### src/rtl/boot_parse_pkg.sv
// Shared constants and state type for the boot image stream parser.
// Assumes a 16-bit image word and 32-bit addresses, as fixed by the format.
package boot_parse_pkg;
    localparam int WORD_W = 16;
    localparam int ADDR_W = 32;
    localparam logic [WORD_W-1:0] KEY_WIDE   = 16'h10AA;
    localparam logic [WORD_W-1:0] KEY_NARROW = 16'h08AA;
    localparam logic [ADDR_W-1:0] FALLBACK_ENTRY = 32'h003F_7FF6;

    typedef enum logic [3:0] {
        P_KEY,      // first key transfer
        P_KEY_HI,   // second byte of a narrow key
        P_RSVD,     // discarding header words
        P_ENT_HI,
        P_ENT_LO,
        P_BLK_SIZE,
        P_BLK_AHI,
        P_BLK_ALO,
        P_DATA,
        P_DONE,
        P_ERR
    } pstate_t;
endpackage

### src/rtl/word_assembler.sv
// Turns source transfers into 16-bit image words once the width is known.
// Word mode passes each transfer through. Byte mode keeps the first
// transfer's low byte and joins it with the low byte of the next one.
// Assumes the consumer's ready does not depend on word_valid.
module word_assembler
    import boot_parse_pkg::*;
(
    input  logic              clk,
    input  logic              rst_n,
    input  logic              enable,
    input  logic              byte_mode,
    input  logic              src_valid,
    output logic              src_ready,
    input  logic [WORD_W-1:0] src_data,
    output logic              word_valid,
    input  logic              word_ready,
    output logic [WORD_W-1:0] word_data
);
    localparam int BYTE_W = WORD_W / 2;

    logic              have_lo;
    logic [BYTE_W-1:0] lo_q;

    // Handshake and data path for both widths
    always_comb begin
        if (!byte_mode) begin
            word_valid = enable & src_valid;
            word_data  = src_data;
            src_ready  = enable & word_ready;
        end else if (!have_lo) begin
            word_valid = 1'b0;
            word_data  = src_data;
            src_ready  = enable;
        end else begin
            word_valid = enable & src_valid;
            word_data  = {src_data[BYTE_W-1:0], lo_q};
            src_ready  = enable & word_ready;
        end
    end

    // Holds the pending low byte between the two halves of a word
    always_ff @(posedge clk) begin
        if (!rst_n) begin
            have_lo <= 1'b0;
            lo_q    <= '0;
        end else if (byte_mode && src_valid && src_ready) begin
            have_lo <= ~have_lo;
            if (!have_lo) lo_q <= src_data[BYTE_W-1:0];
        end
    end

    a_r3_word_mode_no_pend: assert property (@(posedge clk) disable iff (!rst_n)
        !byte_mode |-> !have_lo);
endmodule

### src/rtl/parse_ctrl.sv
// Sequencer for the boot image: key check, header skip, jump address
// capture and the block walk that issues memory writes.
// Assumes words arrive through word_valid/word_ready once past the key.
module parse_ctrl
    import boot_parse_pkg::*;
#(
    parameter int RSVD_WORDS = 8
) (
    input  logic              clk,
    input  logic              rst_n,
    input  logic              src_valid,
    input  logic [WORD_W-1:0] src_data,
    output logic              key_ready,
    input  logic              word_valid,
    input  logic [WORD_W-1:0] word_data,
    output logic              consume,
    output logic              byte_mode,
    output logic              wr_en,
    output logic [ADDR_W-1:0] wr_addr,
    output logic [WORD_W-1:0] wr_data,
    output logic              done,
    output logic              error,
    output logic [ADDR_W-1:0] entry_addr
);
    localparam int CNT_W = $clog2(RSVD_WORDS + 1);
    localparam logic [CNT_W-1:0] RSVD_LAST = CNT_W'(RSVD_WORDS - 1);

    pstate_t           state;
    logic [CNT_W-1:0]  rsvd_cnt;
    logic [WORD_W-1:0] hold_hi;
    logic [WORD_W-1:0] remain;
    logic [ADDR_W-1:0] cur_addr;
    logic              key_fire;
    logic              wfire;

    // Which side of the stream is being read this cycle
    always_comb begin
        key_ready = (state == P_KEY) || (state == P_KEY_HI);
        consume   = (state == P_RSVD) || (state == P_ENT_HI) || (state == P_ENT_LO) ||
                    (state == P_BLK_SIZE) || (state == P_BLK_AHI) ||
                    (state == P_BLK_ALO) || (state == P_DATA);
        key_fire  = key_ready & src_valid;
        wfire     = consume & word_valid;
        done      = (state == P_DONE);
        error     = (state == P_ERR);
    end

    // Stream sequencer and write issue
    always_ff @(posedge clk) begin
        if (!rst_n) begin
            state      <= P_KEY;
            byte_mode  <= 1'b0;
            rsvd_cnt   <= '0;
            hold_hi    <= '0;
            remain     <= '0;
            cur_addr   <= '0;
            wr_en      <= 1'b0;
            wr_addr    <= '0;
            wr_data    <= '0;
            entry_addr <= '0;
        end else begin
            wr_en <= 1'b0;
            if (key_fire) begin
                if (state == P_KEY) begin
                    if (src_data == KEY_WIDE) begin
                        byte_mode <= 1'b0;
                        state     <= P_RSVD;
                    end else if (src_data[7:0] == KEY_NARROW[7:0]) begin
                        state <= P_KEY_HI;
                    end else begin
                        state      <= P_ERR;
                        entry_addr <= FALLBACK_ENTRY;
                    end
                end else if (src_data[7:0] == KEY_NARROW[15:8]) begin
                    byte_mode <= 1'b1;
                    state     <= P_RSVD;
                end else begin
                    state      <= P_ERR;
                    entry_addr <= FALLBACK_ENTRY;
                end
            end else if (wfire) begin
                case (state)
                    P_RSVD: begin
                        rsvd_cnt <= rsvd_cnt + 1'b1;
                        if (rsvd_cnt == RSVD_LAST) begin
                            rsvd_cnt <= '0;
                            state    <= P_ENT_HI;
                        end
                    end
                    P_ENT_HI: begin
                        hold_hi <= word_data;
                        state   <= P_ENT_LO;
                    end
                    P_ENT_LO: begin
                        entry_addr <= {hold_hi, word_data};
                        state      <= P_BLK_SIZE;
                    end
                    P_BLK_SIZE: begin
                        remain <= word_data;
                        state  <= (word_data == '0) ? P_DONE : P_BLK_AHI;
                    end
                    P_BLK_AHI: begin
                        hold_hi <= word_data;
                        state   <= P_BLK_ALO;
                    end
                    P_BLK_ALO: begin
                        cur_addr <= {hold_hi, word_data};
                        state    <= P_DATA;
                    end
                    P_DATA: begin
                        wr_en    <= 1'b1;
                        wr_addr  <= cur_addr;
                        wr_data  <= word_data;
                        cur_addr <= cur_addr + 1'b1;
                        remain   <= remain - 1'b1;
                        if (remain == 16'd1) state <= P_BLK_SIZE;
                    end
                    default: state <= state;
                endcase
            end
        end
    end

    a_r7_addr_step: assert property (@(posedge clk) disable iff (!rst_n)
        (wr_en && $past(wr_en)) |-> (wr_addr == $past(wr_addr) + 1'b1));
    a_r4_fallback_entry: assert property (@(posedge clk) disable iff (!rst_n)
        error |-> (entry_addr == FALLBACK_ENTRY && !wr_en));
    a_r8_done_quiet: assert property (@(posedge clk) disable iff (!rst_n)
        done |-> (!wr_en && !consume));
    a_r1_wide_key_mode: assert property (@(posedge clk) disable iff (!rst_n)
        (state == P_RSVD && $past(state) == P_KEY) |-> !byte_mode);
endmodule

### src/rtl/boot_stream_parser.sv
// Top of the boot image stream parser. The controller reads the key
// straight from the source. After that the assembler feeds it whole words.
// Assumes a source that keeps data stable while valid is high and not ready.
module boot_stream_parser
    import boot_parse_pkg::*;
#(
    parameter int RSVD_WORDS = 8
) (
    input  logic        clk,
    input  logic        rst_n,
    input  logic        src_valid,
    output logic        src_ready,
    input  logic [15:0] src_data,
    output logic        wr_en,
    output logic [31:0] wr_addr,
    output logic [15:0] wr_data,
    output logic        done,
    output logic        error,
    output logic [31:0] entry_addr
);
    logic              key_ready;
    logic              asm_ready;
    logic              consume;
    logic              byte_mode;
    logic              word_valid;
    logic [WORD_W-1:0] word_data;

    word_assembler u_asm (
        .clk(clk), .rst_n(rst_n), .enable(consume), .byte_mode(byte_mode),
        .src_valid(src_valid), .src_ready(asm_ready), .src_data(src_data),
        .word_valid(word_valid), .word_ready(consume), .word_data(word_data)
    );

    parse_ctrl #(.RSVD_WORDS(RSVD_WORDS)) u_ctrl (
        .clk(clk), .rst_n(rst_n), .src_valid(src_valid), .src_data(src_data),
        .key_ready(key_ready), .word_valid(word_valid), .word_data(word_data),
        .consume(consume), .byte_mode(byte_mode), .wr_en(wr_en),
        .wr_addr(wr_addr), .wr_data(wr_data), .done(done), .error(error),
        .entry_addr(entry_addr)
    );

    // Source ready comes from whichever stage owns the stream
    always_comb src_ready = key_ready | asm_ready;

    a_r11_end_exclusive: assert property (@(posedge clk) disable iff (!rst_n)
        !(done && error));
    a_r8_stream_closed: assert property (@(posedge clk) disable iff (!rst_n)
        (done || error) |-> !src_ready);
endmodule

### config.mk
export PLATFORM = sky130hd
export DESIGN_NAME = boot_stream_parser
export DESIGN_NICKNAME = d
export VERILOG_FILES = /design/src/rtl/boot_parse_pkg.sv /design/src/rtl/word_assembler.sv /design/src/rtl/parse_ctrl.sv /design/src/rtl/boot_stream_parser.sv
export SDC_FILE = /design/constraint.sdc
export NUM_CORES = 1
export LEC_CHECK = 0
export ABC_AREA = 1
export BUFFER_PORTS_ARGS = -buffer_cell sky130_fd_sc_hd__buf_2
export CAP_MARGIN = 20
export CORE_MARGIN = 3
export CORE_UTILIZATION = 45
export DETAILED_ROUTE_END_ITERATION = 16
export HOLD_SLACK_MARGIN = 0.12
export PLACE_DENSITY = 0.63
export SYNTH_ARGS = -nofsm -noshare
export SYNTH_HDL_FRONTEND = slang
export SYNTH_SLANG_ARGS = --single-unit
### constraint.sdc
create_clock -name clk -period 2.2 [get_ports clk]
set_input_delay 0.11 -clock clk [delete_from_list [all_inputs] [get_ports clk]]
set_output_delay 0.11 -clock clk [all_outputs]
set_load 0.005 [all_outputs]
==> flow_summary.json, run 1 <==
{
  "reg2reg_depth": 9,
  "cp_slowest_cell": "dlygate4sd3_1",
  "numCtsBuffers": 17,
  "finalHoldViolCount": 0,
  "cts_buffer_depth": 2,
  "hold_depth": 5,
  "fin_nets": 1385,
  "crit_start": "src_data[11]",
  "cpPeakStageDelay_ns": 0.59,
  "clock-root-buffer": "clkbuf_16",
  "num_vias": 8408,
  "ys_ff_latch": 163,
  "grt_max_degree": 96,
  "cpLargestDelayFamily": "buffers and inverters",
  "grt_usage_pct": 24.9,
  "hold_start": "src_data[14]",
  "synth_top_family_by_area": "simple AND/OR/NAND/NOR gates",
  "initial_utilization_pct": 46.7,
  "endpoint_kind": "register",
  "syn_inst": 1263,
  "ys_top_cells_by_area": "dfxtp_1 (40%), nand2_1 (13%), nor2_1 (9.6%)",
  "antenna_found_initial": 0,
  "grt_pass1_vias": 7593,
  "synth-simple-area-share_pct": 32.4,
  "ir_drop_mv": 0.609,
  "cts_tree": "done",
  "routed_wl_um": 24800,
  "ys_seq_area_share_pct": 39.9,
  "diodes": 0,
  "max-cap-violations": 0,
  "clock_skew_ns": 0.0112,
  "synth_compound_area_share_pct": 15.8,
  "clk_pin_slew_ns": 0.07,
  "final_common_cell": "nand2_1",
  "p_total_uw": 9680,
  "ios": 103,
  "m1WireLength_um": 11800,
  "drive_gt1_share_pct": 13.6,
  "pwr_density_cell_mw_per_mm2": 1010,
  "place_ws_ns": 0.227,
  "h-tree-depth": 4,
  "syn2layout_area_growth_pct": 17.7,
  "worstHoldEndpoint": "u_ctrl.byte_mode",
  "ys_types": 32,
  "fin_crit_sh_pct": 96.2,
  "tightest_slew_ns": 0.660,
  "fmax_ghz": 0.473,
  "worstPathMaxFanout": 2,
  "synth_xor_area_share_pct": 1.61,
  "firstDrtPassIters": 5,
  "post-dp-hpwl_um": 17700,
  "fin_hold_ws_ns": 0.159,
  "fin_setup_tns_ns": 0,
  "synth_top_area_cell": "dfxtp_1",
  "vias_per_cell": 5.26,
  "drt.antenna.violating_nets": 0,
  "gp_congestion": 0.960,
  "syn_area_per_cell_um2": 6.48,
  "synth_nets": 1286,
  "layout_common_cells": "nand2_1 (278), nor2_1 (210), dfxtp_1 (163)",
  "clk_latency_ns": 0.43,
  "muxShareOfSynthArea_pct": 0,
  "coreArea_mm2": 0.0175,
  "routedWlPerCell_um": 15.5,
  "worst-path-stages": 9,
  "setup_viol": 0,
  "route.met2.wl_um": 11100,
  "reg2reg_to": "u_ctrl.hold_hi[6]",
  "synthAdderAreaFrac_pct": 0.612,
  "fin_util_pct": 54.9,
  "drtIter0Drc": 868,
  "worstReg2RegStart": "u_ctrl.state[1]",
  "grt_pass1_wl_um": 39900,
  "highest_layer": "met4",
  "min_path_type": "in2reg",
  "die_w_um": 141,
  "status": "finished clean",
  "p_leak_uw": 0.00405,
  "fin_crit_ns": 2.12,
  "cp_num_buf_inv": 4,
  "start_kind": "input pin",
  "rsz0062_at_grt": "false",
  "path_class": "in2reg",
  "die_area_mm2": 0.0198,
  "crit_top_cell": "dlygate4sd3_1",
  "finalMaxSlewViolations": 0,
  "cp_cell_sequence": "dlygate4sd3_1 -> buf_2 -> nor3_2 -> dlygate4sd3_1 -> nand3_1 -> dlygate4sd3_1 -> nand2_1 -> nand2_1 -> a21oi_1",
  "r2r_setup_slack_ns": 0.19,
  "port_buffers": 102,
  "postCtsSetupRepairBufs": 0,
  "yosys_warnings": 0,
  "drc": 0,
  "die_h_um": 141,
  "grt_overflow": 0,
  "slew_headroom_pct": 56.0,
  "crit_arrival_ns": 2.48,
  "setup_slack_ns": 0.0844,
  "wl_met3_um": 1370,
  "clock-sinks": 163,
  "synth_top_area_share_pct": 39.9,
  "netlist_area_mm2": 0.00818,
  "critPathRequiredTime_ns": 2.56,
  "rows": 48
}
==> what timing repair did <==
action	4_1_cts	5_1_grt
hold buffers	15	0
endpoints found under the setup margin	0	1
gates resized for setup	0	1
endpoints found under the hold margin	13	0
==> Yosys cell counts, drive strengths merged <==
cell,number
nand2,283
nand3,114
a211oi,4
nor3b,1
ha,4
clkbuf,32
dfxtp,163
inv,122
nor2,213
xnor2,2
xor2,13
buf,34
or2,3
a31oi,6
o21bai,2
o21ai,88
a21oi,151
nor3,22
a21boi,1
nand4,5
==> cell type report <==
| class | instances | area, um^2 |
|---|---|---|
| Fill cell | 1796 | 7910 |
| Clock buffer | 18 | 429 |
| Inverter | 122 | 458 |
| Tap cell | 225 | 282 |
| Clock inverter | 14 | 119 |
| Multi-Input combinational cell | 912 | 4140 |
| Timing Repair Buffer | 146 | 941 |
| Sequential cell | 163 | 3260 |
==> per-stage QoR <==
step / instances / area [um^2]
2_1_floorplan: 1263 / 8180
3_3_place_gp: 1553 / 8930
3_5_place_dp: 1553 / 8930
4_1_cts: 1600 / 9620
5_1_grt: 1600 / 9630
6_report: 1600 / 9630
==> sequential cells by signal (all words and copies together), names as in the netlist <==
name / flops
u_ctrl.rsvd_cnt: 4
u_ctrl.cur_addr: 32
u_asm.lo_q: 8
u_ctrl.wr_en: 1
u_ctrl.remain: 16
u_ctrl.byte_mode: 1
u_ctrl.state: 4
u_ctrl.wr_data: 16
u_ctrl.hold_hi: 16
u_ctrl.wr_addr: 32
u_ctrl.entry_addr: 32
u_asm.have_lo: 1
==> worst max path at each step <==
| stage | endpoint | slack (ns) |
|---|---|---|
| finish | u_ctrl.byte_mode | 0.08 |
| global route | u_ctrl.byte_mode | 0.001 |
| CTS | u_ctrl.byte_mode | 0.16 |
| detailed placement | u_ctrl.cur_addr[4] | 0.23 |
| global placement | u_ctrl.cur_addr[4] | 0.28 |
| floorplan | u_ctrl.cur_addr[4] | 0.59 |
==> power by group <==
part           internal [uW]  switching (uW)  total [uW]  leakage [uW]
clock network           1480            1310        2790      0.000258
logic                   1160            2200        3360       0.00248
registers               3290             244        3540       0.00132
==> routing by layer <==
layer,vias to the layer above,global-route usage (%)
met5,-,0
li1,4260,-
met1,3834,36.0
met3,42,4.14
met4,0,7.90
met2,272,38.1
==> tightest hold or removal path, cell delays in order <==
cell	delay, ns
buf_2	0.10
nor3b_1	0.06
nand3_1	0.09
o21ai_0	0.08
a21oi_1	0.11
==> cells by family (layout without fill, tap and decap cells) <==
group                      after synthesis  after routing
AOI/OAI and AO/OA                      252            252
and+or+nand+nor                        641            641
buffers and inverters                  188            300
DFF                                    163            163
xor gates and xnor gates                15             15
adders and majority gates                4              4
(Power assumes the default switching activity.)
==> run 2, diff against run 1 <==
--- a/config.mk
+++ b/config.mk
@@ -10,6 +10,7 @@
 export CAP_MARGIN = 20
 export CORE_MARGIN = 3
 export CORE_UTILIZATION = 45
+export CTS_BUF_LIST = sky130_fd_sc_hd__clkbuf_4
 export DETAILED_ROUTE_END_ITERATION = 16
 export HOLD_SLACK_MARGIN = 0.12
 export PLACE_DENSITY = 0.63
==> flow_summary.json, run 2 (same netlist as run 1, synthesis figures left out) <==
{
  "postPlaceCellArea_mm2": 0.00893,
  "cts_tree": "done",
  "worstPathMaxFanout": 16,
  "grt_pass1_vias": 7616,
  "grt_pass1_wl_um": 39900,
  "switching_power_uw": 3640,
  "fin_crit_ns": 2.00,
  "layout_common_cells": "nand2_1 (278), nor2_1 (210), dfxtp_1 (162)",
  "clk_latency_ns": 0.59,
  "slew_headroom_pct": 55.5,
  "coreArea_mm2": 0.0175,
  "crit_arrival_ns": 1.89,
  "pwr_density_cell_mw_per_mm2": 915,
  "gp_congestion": 0.960,
  "path_class": "reg2out",
  "fmax_ghz": 0.500,
  "ios": 103,
  "fin_setup_tns_ns": 0,
  "hold_start": "src_data[2]",
  "comb_power_share_pct": 39.2,
  "port_buffers": 102,
  "min_path_type": "in2reg",
  "status": "finished clean",
  "clock_skew_ns": 0.0242,
  "fin_util_pct": 53.5,
  "antenna_found_initial": 1,
  "cp_slowest_cell": "dfxtp_1",
  "worstReg2RegStart": "u_ctrl.cur_addr[1]",
  "routed_wl_um": 24800,
  "p_leak_uw": 0.00394,
  "final_common_cell": "nand2_1",
  "fin_hold_ws_ns": 0.398,
  "pwr-share-seq_pct": 41.2,
  "finalMaxSlewViolations": 0,
  "max-cap-violations": 0,
  "fin_nets": 1390,
  "drc": 0,
  "drtIter0Drc": 875,
  "reg2reg_depth": 10,
  "setup_viol": 0,
  "die_w_um": 141,
  "fillers": 1829,
  "clock-sinks": 163,
  "grt_max_degree": 96,
  "rsz0062_at_grt": "false",
  "final_area_mm2": 0.00939,
  "fin_crit_sh_pct": 91.0,
  "swShare_pct": 42.4,
  "drt.antenna.violating_nets": 0,
  "critPathRequiredTime_ns": 2.09,
  "cpPeakStageDelay_ns": 0.51,
  "die_area_mm2": 0.0198,
  "finalHoldViolCount": 0,
  "initial_utilization_pct": 46.7,
  "firstDrtPassIters": 6,
  "clk_pin_slew_ns": 0.16,
  "post-dp-hpwl_um": 17700,
  "ir_drop_mv": 0.493,
  "internal_power_uw": 4950,
  "endpoint_kind": "primary output",
  "die_h_um": 141,
  "num_vias": 8466,
  "clock-root-buffer": "clkbuf_4",
  "postCtsSetupRepairBufs": 0,
  "rows": 48,
  "h-tree-depth": 4,
  "numCtsBuffers": 17,
  "tightest_slew_ns": 0.667,
  "vias_per_cell": 5.27,
  "cts_buffer_depth": 2,
  "grt_usage_pct": 24.9,
  "cp_cell_sequence": "nor2_4 -> nand2_4 -> nand3_2 -> or2_2 -> buf_2",
  "start_kind": "register",
  "crit_start": "u_ctrl.state[2]",
  "grt_overflow": 0,
  "power_frac_clock_pct": 19.7,
  "drive_gt1_share_pct": 13.6,
  "hold_depth": 4,
  "top_regs": "u_ctrl.cur_addr x32, u_ctrl.entry_addr x32, u_ctrl.wr_addr x32",
  "syn2layout_area_growth_pct": 14.7,
  "routedWlPerCell_um": 15.4
}
[run 2: changes by cell type in the layout (fill, tap and decap cells not counted), sizes merged]
cell	before	now
diode	0	2
dlygate4sd3	15	20
[run 2: worst paths after layout]
| kind | to | slack [ns] |
|---|---|---|
| worst max-delay path | src_ready | 0.20 |
| worst max register to register | u_ctrl.cur_addr[14] | 0.25 |
| worst min-delay path | u_asm.lo_q[2] | 0.40 |
| worst min register to register | u_asm.lo_q[1] | 0.46 |
[run 2: metrics by stage]
stage	total power [uW]	setup WS (ns)	std cells
2_1_floorplan	5910	0.593	1263
3_3_place_gp	6910	0.276	1553
3_5_place_dp	6920	0.227	1553
4_1_cts	8630	0.0558	1605
5_1_grt	9200	0.0543	1607
6_report	8590	0.199	1607
[run 2: critical path, delay by kind of cell (launching register included)]
| kind | cells | cell delay [ns] |
|---|---|---|
| simple gates | 4 | 0.67 |
| flops | 1 | 0.51 |
| buf+inv | 1 | 0.13 |
[run 2: area by class of cell]
cell class	count	area, um^2	area share [%]
antenna	2	5.00	0.0533
sequential	163	3260	34.8
inverter	122	458	4.88
multi-input combinational	912	4130	44.0
tap	225	282	3.00
timing repair buffer	151	991	10.6
clock buffer	18	135	1.44
clock inverter	14	119	1.27
[run 2: power groups by stage]
stage | registers (uW) | logic [uW] | clock network, uW
floorplan | 3570 | 2340 | 0
global placement | 3590 | 3320 | 0
detailed placement | 3600 | 3320 | 0
CTS | 3530 | 3360 | 1740
global route | 3580 | 3780 | 1840
finish | 3540 | 3360 | 1690
[run 2: routing by layer]
| metal | vias up | track usage (%) | part of all wire [%] |
|---|---|---|---|
| li1 | 4267 | - | - |
| met3 | 55 | 3.49 | 5.3 |
| met4 | 0 | 9.69 | 3.3 |
| met2 | 292 | 38.0 | 44 |
| met1 | 3852 | 35.7 | 48 |
| met5 | - | 0 | 0 |
[run 2: timing repair]
| action | CTS | global route |
|---|---|---|
| endpoints found under the hold margin | 115 | 0 |
| resized for setup | 0 | 1 |
| hold buffers | 20 | 0 |
| setup endpoints to repair | 0 | 3 |
==> run 3, diff against run 2 <==
--- a/config.mk
+++ b/config.mk
@@ -8,6 +8,7 @@
 export ABC_AREA = 1
 export BUFFER_PORTS_ARGS = -buffer_cell sky130_fd_sc_hd__buf_2
 export CAP_MARGIN = 20
+export CORE_ASPECT_RATIO = 0.6
 export CORE_MARGIN = 3
 export CORE_UTILIZATION = 45
 export CTS_BUF_LIST = sky130_fd_sc_hd__clkbuf_4
==> flow_summary.json, run 3 (same netlist as run 1, synthesis figures left out) <==
{
  "ir_drop_mv": 0.430,
  "worstPathMaxFanout": 17,
  "cp_slowest_cell": "dlygate4sd3_1",
  "crit_start": "u_ctrl.state[2]",
  "finalHoldViolCount": 0,
  "post-dp-hpwl_um": 18900,
  "cp_num_buf_inv": 1,
  "drtIter0Drc": 1025,
  "initial_utilization_pct": 46.8,
  "drc": 0,
  "status": "finished clean",
  "pwr_density_cell_mw_per_mm2": 911,
  "rsz0062_at_grt": "false",
  "routed_wl_um": 25700,
  "grt_max_degree": 56,
  "fmax_ghz": 0.477,
  "gp_congestion": 0.954,
  "clk_pin_slew_ns": 0.15,
  "cpLargestDelayFamily": "simple AND/OR/NAND/NOR gates",
  "vias_per_cell": 5.22,
  "syn2layout_area_growth_pct": 15.7,
  "clk_latency_ns": 0.60,
  "cp_cell_sequence": "nand2_2 -> nand3_2 -> nand2_1 -> or2_4 -> o21ai_0 -> dlygate4sd3_1 -> a21oi_1",
  "die_w_um": 180,
  "fin_setup_tns_ns": 0,
  "grt_overflow": 0,
  "cts_buffer_depth": 2,
  "antenna_found_initial": 0,
  "h-tree-depth": 4,
  "fin_nets": 1400,
  "start_kind": "register",
  "final_common_cell": "nand2_1",
  "path_class": "reg2reg",
  "finalMaxSlewViolations": 0,
  "min_path_type": "reg2reg",
  "drt.antenna.violating_nets": 0,
  "num_vias": 8482,
  "top_regs": "u_ctrl.cur_addr x32, u_ctrl.entry_addr x32, u_ctrl.wr_addr x32",
  "cpPeakStageDelay_ns": 0.61,
  "die_area_mm2": 0.0199,
  "port_buffers": 102,
  "grt_pass1_wl_um": 41200,
  "cts_tree": "done",
  "drive_gt1_share_pct": 13.7,
  "clock_skew_ns": 0.0279,
  "fin_crit_sh_pct": 95.3,
  "tightest_slew_ns": 0.579,
  "clock-root-buffer": "clkbuf_4",
  "diodes": 0,
  "crit_arrival_ns": 2.60,
  "routedWlPerCell_um": 15.8,
  "clock-sinks": 163,
  "die_h_um": 110,
  "endpoint_kind": "register",
  "coreArea_mm2": 0.0175,
  "numCtsBuffers": 17,
  "max-cap-violations": 0,
  "p_leak_uw": 0.00399,
  "critPathRequiredTime_ns": 2.71,
  "slew_headroom_pct": 61.4,
  "layout_common_cells": "nand2_1 (277), nor2_1 (209), dfxtp_1 (162)",
  "setup_viol": 0,
  "postPlaceCellArea_mm2": 0.00891,
  "grt_pass1_vias": 7525,
  "worstReg2RegStart": "u_ctrl.state[2]",
  "postCtsSetupRepairBufs": 0,
  "fillers": 1774,
  "final_area_mm2": 0.00947,
  "grt_usage_pct": 25.7,
  "fin_hold_ws_ns": 0.459,
  "hold_start": "u_asm.lo_q[7]",
  "firstDrtPassIters": 7,
  "rows": 37,
  "fin_crit_ns": 2.10,
  "ios": 103
}
==> run 3: cell types whose count changed in the layout (fill, tap and decap cells not counted), moves of 2 or more <==
cell	before	now
inv_6	5	2
dlygate4sd3_1	20	28
clkinv_1	0	2
clkinv_4	2	5
clkinvlp_4	4	2
diode_2	2	0
buf_4	24	28
buf_12	5	2
==> run 3: power by group <==
part / switching, uW / internal, uW / leakage (uW)
clock network: 1160 / 569 / 0.000139
registers: 252 / 3290 / 0.00132
logic: 2240 / 1110 / 0.00253
==> run 3: path summary, 6_finish.rpt <==
| path | endpoint | slack, ns | depth (start not counted) |
|---|---|---|---|
| worst min-delay path | u_asm.lo_q[7] | 0.46 | 2 |
| worst max register to register | u_asm.lo_q[1] | 0.10 | 7 |
| worst max-delay path | u_asm.lo_q[1] | 0.10 | 7 |
| worst min register to register | u_asm.lo_q[7] | 0.46 | 2 |
==> run 3: layout make-up <==
| class | count | area (um^2) | area share [%] |
|---|---|---|---|
| Timing Repair Buffer | 161 | 1050 | 11.1 |
| Clock inverter | 15 | 135 | 1.43 |
| Sequential cell | 163 | 3260 | 34.5 |
| Multi-Input combinational cell | 912 | 4140 | 43.7 |
| Clock buffer | 17 | 128 | 1.35 |
| Inverter | 122 | 458 | 4.84 |
| Tap cell | 234 | 293 | 3.09 |
==> run 3: metal layers <==
metal	GRT usage, %	wire length, um	vias up
met4	5.11	264	0
met1	41.0	13100	3806
met3	7.54	2630	24
met2	33.4	9660	356
met5	0	0	-
li1	-	-	4296
==> run 3: repair_timing <==
action,4_1_cts,5_1_grt
setup endpoints to repair,0,21
resized for setup,0,7
hold buffers,28,0
endpoints found under the hold margin,116,0
==> run 3: tightest hold or removal path, stage by stage, from the launching register on <==
cell     delay [ns]
dfxtp_1        0.34
inv_1          0.05
a21oi_1        0.05
==> run 3: stage by stage <==
stage,setup WS [ns],instances,power [uW],utilization [%]
finish,0.104,1624,8630,54.1
global route,0.0110,1624,9250,54.1
CTS,0.00901,1624,8600,54.0
detailed placement,0.228,1564,6850,50.9
global placement,0.233,1564,6860,50.9
floorplan,0.593,1263,5910,-
